## src/rtl/evq_append.sv

```systemverilog
module evq_append #(
  parameter int ADDR_W = 64,
  parameter int MAX_SZ = 15,
  localparam int IDX_W = MAX_SZ + 10
) (
  input  logic              clk,
  input  logic              rst_n,
  input  logic              ev_valid,
  output logic              ev_ready,
  input  logic [31:0]       ev_data,
  input  logic [ADDR_W-1:0] base_addr,
  input  logic [3:0]        size_code,
  input  logic [IDX_W-1:0]  cur_index,
  input  logic              cur_gen,
  input  logic              cur_flipped,
  output logic              mw_valid,
  input  logic              mw_ready,
  output logic [ADDR_W-1:0] mw_addr,
  output logic [31:0]       mw_data,
  input  logic              mw_resp_valid,
  input  logic              mw_resp_err,
  output logic              done,
  output logic              done_err,
  output logic [IDX_W-1:0]  upd_index,
  output logic              upd_gen,
  output logic              upd_flipped
);

  typedef enum logic [1:0] {S_IDLE, S_WR, S_RSP, S_DONE} st_t;
  st_t st;

  logic [3:0]       szc;
  logic [4:0]       shamt;
  logic [IDX_W-1:0] mask, midx, inc;
  logic             wrap, take;
  logic [31:0]      entry;

  logic [IDX_W-1:0] nxt_idx;
  logic             nxt_gen, nxt_flp;

  assign szc   = (int'(size_code) > MAX_SZ) ? 4'(MAX_SZ) : size_code;
  assign shamt = {1'b0, szc} + 5'd10;
  assign mask  = ~({IDX_W{1'b1}} << shamt);
  assign midx  = cur_index & mask;
  assign inc   = (midx + 1'b1) & mask;
  assign wrap  = (inc == '0);
  assign entry = {cur_gen, ev_data[30:0]};

  assign ev_ready = (st == S_IDLE);
  assign mw_valid = (st == S_WR);
  assign done     = (st == S_DONE);
  assign take     = ev_valid && ev_ready;

  always_ff @(posedge clk) begin
    if (!rst_n) begin
      st          <= S_IDLE;
      mw_addr     <= '0;
      mw_data     <= '0;
      nxt_idx     <= '0;
      nxt_gen     <= 1'b0;
      nxt_flp     <= 1'b0;
      upd_index   <= '0;
      upd_gen     <= 1'b0;
      upd_flipped <= 1'b0;
      done_err    <= 1'b0;
    end else begin
      case (st)
        S_IDLE: if (take) begin
          st          <= S_WR;
          mw_addr     <= base_addr + ADDR_W'({midx, 2'b00});
          mw_data     <= {entry[7:0], entry[15:8], entry[23:16], entry[31:24]};
          nxt_idx     <= inc;
          nxt_gen     <= wrap ? ~cur_gen : cur_gen;
          nxt_flp     <= wrap ? ~cur_gen : cur_flipped;
          upd_index   <= cur_index;
          upd_gen     <= cur_gen;
          upd_flipped <= cur_flipped;
          done_err    <= 1'b0;
        end
        S_WR: if (mw_ready) st <= S_RSP;
        S_RSP: if (mw_resp_valid) begin
          st       <= S_DONE;
          done_err <= mw_resp_err;
          if (!mw_resp_err) begin
            upd_index   <= nxt_idx;
            upd_gen     <= nxt_gen;
            upd_flipped <= nxt_flp;
          end
        end
        default: st <= S_IDLE;
      endcase
    end
  end

endmodule

```

## config.mk

```make
export PLATFORM = sky130hd
export DESIGN_NAME = evq_append
export DESIGN_NICKNAME = d
export VERILOG_FILES = /design/src/rtl/evq_append.sv
export SDC_FILE = /design/constraint.sdc
export NUM_CORES = 1
export LEC_CHECK = 0
export BUFFER_PORTS_ARGS = -buffer_cell sky130_fd_sc_hd__clkbuf_2
export CORE_UTILIZATION = 57
export DETAILED_ROUTE_END_ITERATION = 8
export MAX_ROUTING_LAYER = met4
export PLACE_DENSITY_LB_ADDON = 0.08
export SYNTH_ARGS = -nofsm -noshare
export SYNTH_HDL_FRONTEND = slang
export SYNTH_SLANG_ARGS = --single-unit
```

## constraint.sdc

```tcl
create_clock -name clk -period 8.05 [get_ports clk]
set_input_delay 2.0125 -clock clk [delete_from_list [all_inputs] [get_ports clk]]
set_output_delay 2.0125 -clock clk [all_outputs]
set_load 0.01 [all_outputs]
```

## Yosys cells after proc, flatten, opt, wreduce, memory -nomap -nowiden

Index checks and enable logic that the tools add are counted.

- Add/subtract/negate cells: 3
- Eq/ne operators: 7
- Shifts and indexed selects: 1
- Mux-type cells: 21
- Bitwise operators: 4
- Reduce and logical (&&, ||, !) cells: 8

Operator list:

| cell | count |
|---|---|
| $mux 25 | 3 |
| $add 64x27->64 | 1 |
| $and 25x25->25 | 2 |
| $pmux 25 s2 | 1 |
| $add 25x1->25 const B | 1 |
| $logic_not 25->1 | 1 |
| $not 25->25 | 1 |
| $shl 25x5->25 const A | 1 |
| $mux 1 | 10 |
| $mux 2 | 3 |
| $pmux 1 s2 | 3 |
| $pmux 2 s3 | 1 |
| $reduce_and 3->1 | 2 |
| $add 4x4->5 const B | 1 |
| $eq 2x2->1 const B | 2 |
| $ne 2x1->1 const B | 2 |
| $ne 2x2->1 const B | 2 |
| $reduce_and 4->1 | 1 |
| $eq 2x1->1 const B | 1 |
| $logic_not 2->1 | 1 |
| $reduce_and 2->1 | 1 |
| $reduce_bool 2->1 | 1 |
| $logic_and 1x1->1 | 1 |
| $not 1->1 | 1 |

- Bits in registers: 153
- Output and inout bits: 127
- Word-level logic and storage cells: 54

## Depth between registers and ports, before layout

- Depth after elaboration: 8
- Gate-level depth with buffers: 20
- Depth with buffers taken out: 16

## Worst setup path after synthesis

Ideal clock, no wire load.

- Kind: in2reg
- Start: input size_code[1]
- End: register nxt_flp
- Setup time: 0.133 ns
- Arrival: 5.648 ns
- Path slack: 2.270 ns
- Stages on the path: 17
- Path buffers: 2
- Cell sequence: buf_2 inv_1 ha_1 buf_6 and3b_1 a21boi_0 ha_1 nand2_1 a311oi_2 nand4b_2 o31a_1 o21ai_0 o2111ai_1 or4_1 nor4_4 mux2i_1 a21oi_1

- Word-level cells in the longest chain between the ends: 8

Ends and longest elaborated chain:

| element | line | source |
|---|---|---|
| start, declared | 12 | `input logic [3:0] size_code,` |
| $add 4x4->5 (*) | 42 | `assign shamt = {1'b0, szc} + 5'd10;` |
| $shl 25x5->25 (*) | 43 | `assign mask = ~({IDX_W{1'b1}} << shamt);` |
| $not 25->25 (*) | 43 |  |
| $and 25x25->25 | 44 | `assign midx = cur_index & mask;` |
| $add 25x1->25 | 45 | `assign inc = (midx + 1'b1) & mask;` |
| $and 25x25->25 (*) | 45 |  |
| $logic_not 25->1 (*) | 46 | `assign wrap = (inc == '0);` |
| $mux 1 (*) | 74 | `nxt_flp <= wrap ? ~cur_gen : cur_flipped;` |
| end signal, assigned | 74 |  |
| end, declared | 39 | `logic nxt_gen, nxt_flp;` |

Mark *: on every way between the ends. The rest lies on a longest branch, timed or not.
A chain may end at the register's enable or synchronous reset.

## Worst setup path after layout

- Start: input size_code[2]
- End: register mw_addr[35]

- Word-level cells in the longest chain between the ends: 5

Ends and longest elaborated chain:

| element | line | source |
|---|---|---|
| $add 4x4->5 | 42 |  |
| $shl 25x5->25 | 43 |  |
| $not 25->25 | 43 |  |
| $and 25x25->25 | 44 |  |
| $add 64x27->64 | 70 | `mw_addr <= base_addr + ADDR_W'({midx, 2'b00});` |
| end signal, assigned | 70 |  |
| end, declared | 18 | `output logic [ADDR_W-1:0] mw_addr,` |

No other way between the ends.

==> impl_metrics.csv <==
group,metric,value,unit
floorplanning,initial_utilization,58.3,%
worst_setup_path,critPathKind,"input pin to register",
clock_network,cts_made_buffers,17,
worst_setup_path,r2r_start,"st[0]",
global_route,gr-max-usage-layer,"met2",
placed_design,pre_cts_slack,1100,ps
clock_network,htreeDepth,4,
detailed_routing,wl_per_cell,16.7,µm
global_route,grt_pass1_vias,8103,
clock_network,cts.sinks,153,
sta,fin_crit,6560,ps
logic_synthesis,netlist_instances,1182,
global_route,grt_overflow,0,
floorplanning,dieArea,16700,µm²
global_route,antenna_found_initial,0,
clock_network,cts_tree,"done",
logic_synthesis,yosys.area.top_type_share,33.2,%
worst_setup_path,critPathCaptureType,"register",
floorplanning,die_height,129,µm
placed_design,dp_hpwl,19500,µm
final_layout,layout.cells.non_filler,1624,
logic_synthesis,synth.yosys.seq_area_share,33.2,%
logic_synthesis,synth-async-reset-ratio,0,%
floorplanning,dieWidth,129,µm
power_and_ir_drop,total_power,3.14,mW
detailed_routing,drt_iter0_drc,857,
placed_design,gp_congestion,0.962,
detailed_routing,final_antenna_net_count,0,
floorplanning,io_pins,260,
worst_setup_path,cp_num_buf_inv,1,
sta,finalMaxSlewViolations,0,
sta,fin_setup_tns,0,ps
power_and_ir_drop,ir_drop,406,µV
sta,setup_ws,1490,ps
clock_network,clkTransAtPathRegs,70,ps
logic_synthesis,ys_types,85,
worst_setup_path,reg2reg_depth,8,
sta,worst_pin_slew,1200,ps
worst_setup_path,rrSetupSlack,5270,ps
global_route,grtUsageMet2,48.9,%
worst_hold_path,holdPathStages,2,
logic_synthesis,syn_area_per_cell,7.80,µm²
logic_synthesis,synth_commonest_cells,"163 x nand2_1, 153 x dfxtp_1, 140 x a21oi_1",
worst_setup_path,cp.arrival,6850,ps
clock_network,postCtsSetupRepairBufs,0,
placed_design,dp_cells,1592,
global_route,grt_max_degree,86,
worst_setup_path,startpoint_type,"input pin",
logic_synthesis,yosysMostFrequentCell,"nand2_1",
logic_synthesis,synth.area.top_cells,"dfxtp_1 33%, a21oi_1 7.6%, nand2_1 6.6%",
final_layout,area_growth,21.3,%
worst_setup_path,cp_cell_sequence,"clkbuf_2 -> ha_1 -> xor2_2 -> a21oi_1 -> and2_0 -> ha_1 -> a221oi_1 -> o31ai_1 -> a2111oi_0 -> o2111ai_1 -> a31oi_4 -> nor3b_1 -> xnor2_1 -> a21oi_1",
sta,relSlewSlack,19.9,%
worst_setup_path,slowest_stage,"ha_1",
global_route,track_usage,33.0,%
clock_network,postCtsHoldBufs,0,
sta,grt_setup_unrepaired,"false",
worst_hold_path,hold_path.startpoint,"mw_addr[12]",
worst_setup_path,path_delay_family,"compound AO/OA/AOI/OAI gates",
clock_network,clk_latency,430,ps
final_layout,drive_gt1_share,23.7,%
logic_synthesis,yosys_warnings,0,
power_and_ir_drop,leakage,4.62,nW
detailed_routing,routed-via-count,9350,
worst_hold_path,hp-class,"register to register",
final_layout,diodes,0,
sta,finalSetupViolations,0,
worst_setup_path,cpPeakStageDelay,810,ps
detailed_routing,via_per_inst,5.76,
final_layout,nets,1554,
logic_synthesis,syn_nets,1341,
placed_design,port_buffers,258,
clock_network,cts_buffer_depth,2,
detailed_routing,firstDrtPassIters,5,
global_route,grt_pass1_wl,41900,µm
sta,clock_skew,8.77,ps
worst_hold_path,hold_path_end,"mw_addr[12]",
sta,hold_violations,0,
sta,clock.fmax,0.152,GHz
power_and_ir_drop,p_per_area,281,nW/µm²
logic_synthesis,synth_area,9220,µm²
logic_synthesis,synth_edf_count,0,
logic_synthesis,ys_seq_elements,153,
global_route,grtUsageMet3,6.44,%
detailed_routing,wirelength,27000,µm
global_route,use_met1,44.5,%
worst_setup_path,reg2reg_to,"upd_index[3]",
logic_synthesis,synth_top_flop_cell,"dfxtp_1",
detailed_routing,drc,0,
status,status,"completed",
sta,period_share,81.5,%
clock_network,root_buffer,"clkbuf_16",
worst_setup_path,critPathRequiredTime,8340,ps
clock_network,cts_resized,0,
job,maxCapViolations,0,
floorplanning,rows,46,
logic_synthesis,synth_top_cell_by_area,"dfxtp_1",
floorplanning,fp.coreArea,15800,µm²
worst_setup_path,cp_max_fo,23,
## logic make-up after synthesis
kind of cell | count (synthesis) | synth area share (%)
AOI/OAI and AO/OA | 373 | 25.7
xor gates and xnor gates | 73 | 7.10
adders and majority gates | 31 | 4.07
buffers and inverters | 102 | 4.49
DFF | 153 | 33.2
muxes | 25 | 2.71
and+or+nand+nor | 425 | 22.7
## cell usage in the layout, fill, tap and decap left out, drive strengths merged, types with 25 or more instances in the layout
cell type    n
xnor2       61
o21ai       79
a211oi      27
inv         39
clkbuf     275
mux2i       25
nor2        89
dfxtp      153
nand2      163
ha          26
nand3       35
a21oi      141
## flip-flops by register name (all words and copies together) (netlist names)
signal,flops
mw_data,32
nxt_flp,1
upd_index,25
upd_gen,1
upd_flipped,1
nxt_idx,25
mw_addr,64
st,2
nxt_gen,1
done_err,1
## worst max path at each step
stage / from / end / slack [ps] / cells past startpoint
after floorplan: size_code[1] / nxt_flp / 2270 / 17
after global placement: size_code[2] / mw_addr[35] / 1190 / 14
after detailed placement: size_code[1] / mw_addr[35] / 1100 / 14
after CTS: size_code[2] / mw_addr[35] / 1510 / 14
after global routing: size_code[2] / mw_addr[35] / 1040 / 14
final: size_code[2] / mw_addr[35] / 1490 / 14
## stage by stage
step	hold WS, ps	utilization [%]	area, µm²
floorplan	432	-	9220
global placement	438	66.7	10600
detailed placement	444	66.7	10600
CTS	454	70.7	11200
global route	476	70.7	11200
finish	450	70.7	11200
## final cells by class
class	count	area (µm²)
clock buffers	17	425
clock inverters	15	199
fillers	1375	4640
inverters	31	118
multi-input cells	927	5770
flip-flops and latches	153	3060
well taps	216	270
repair buffers	265	1340
## worst reg2reg max path: stages, from the launching register on
cell,delay (ps)
dfxtp_1,340
inv_1,100
ha_2,820
nor2_1,250
a211oi_4,260
buf_4,460
o211ai_1,210
o21ai_0,140
nor2_1,70
## where the power goes
| group | leakage [nW] | internal, mW | switching (mW) | total [mW] |
|---|---|---|---|---|
| Clock | 0.300 | 0.477 | 0.382 | 0.859 |
| Combinational | 3.06 | 0.449 | 0.784 | 1.23 |
| Sequential | 1.26 | 0.956 | 0.0956 | 1.05 |
| Total | 4.62 | 1.88 | 1.26 | 3.14 |
## routing by layer
| metal | up-vias | part of all wire [%] |
|---|---|---|
| li1 | 4683 | - |
| met1 | 4233 | 46 |
| met2 | 386 | 44 |
| met3 | 48 | 8.0 |
| met4 | 0 | 2.4 |
| met5 | - | 0 |
No activity file was read; power rests on OpenSTA's default activity.
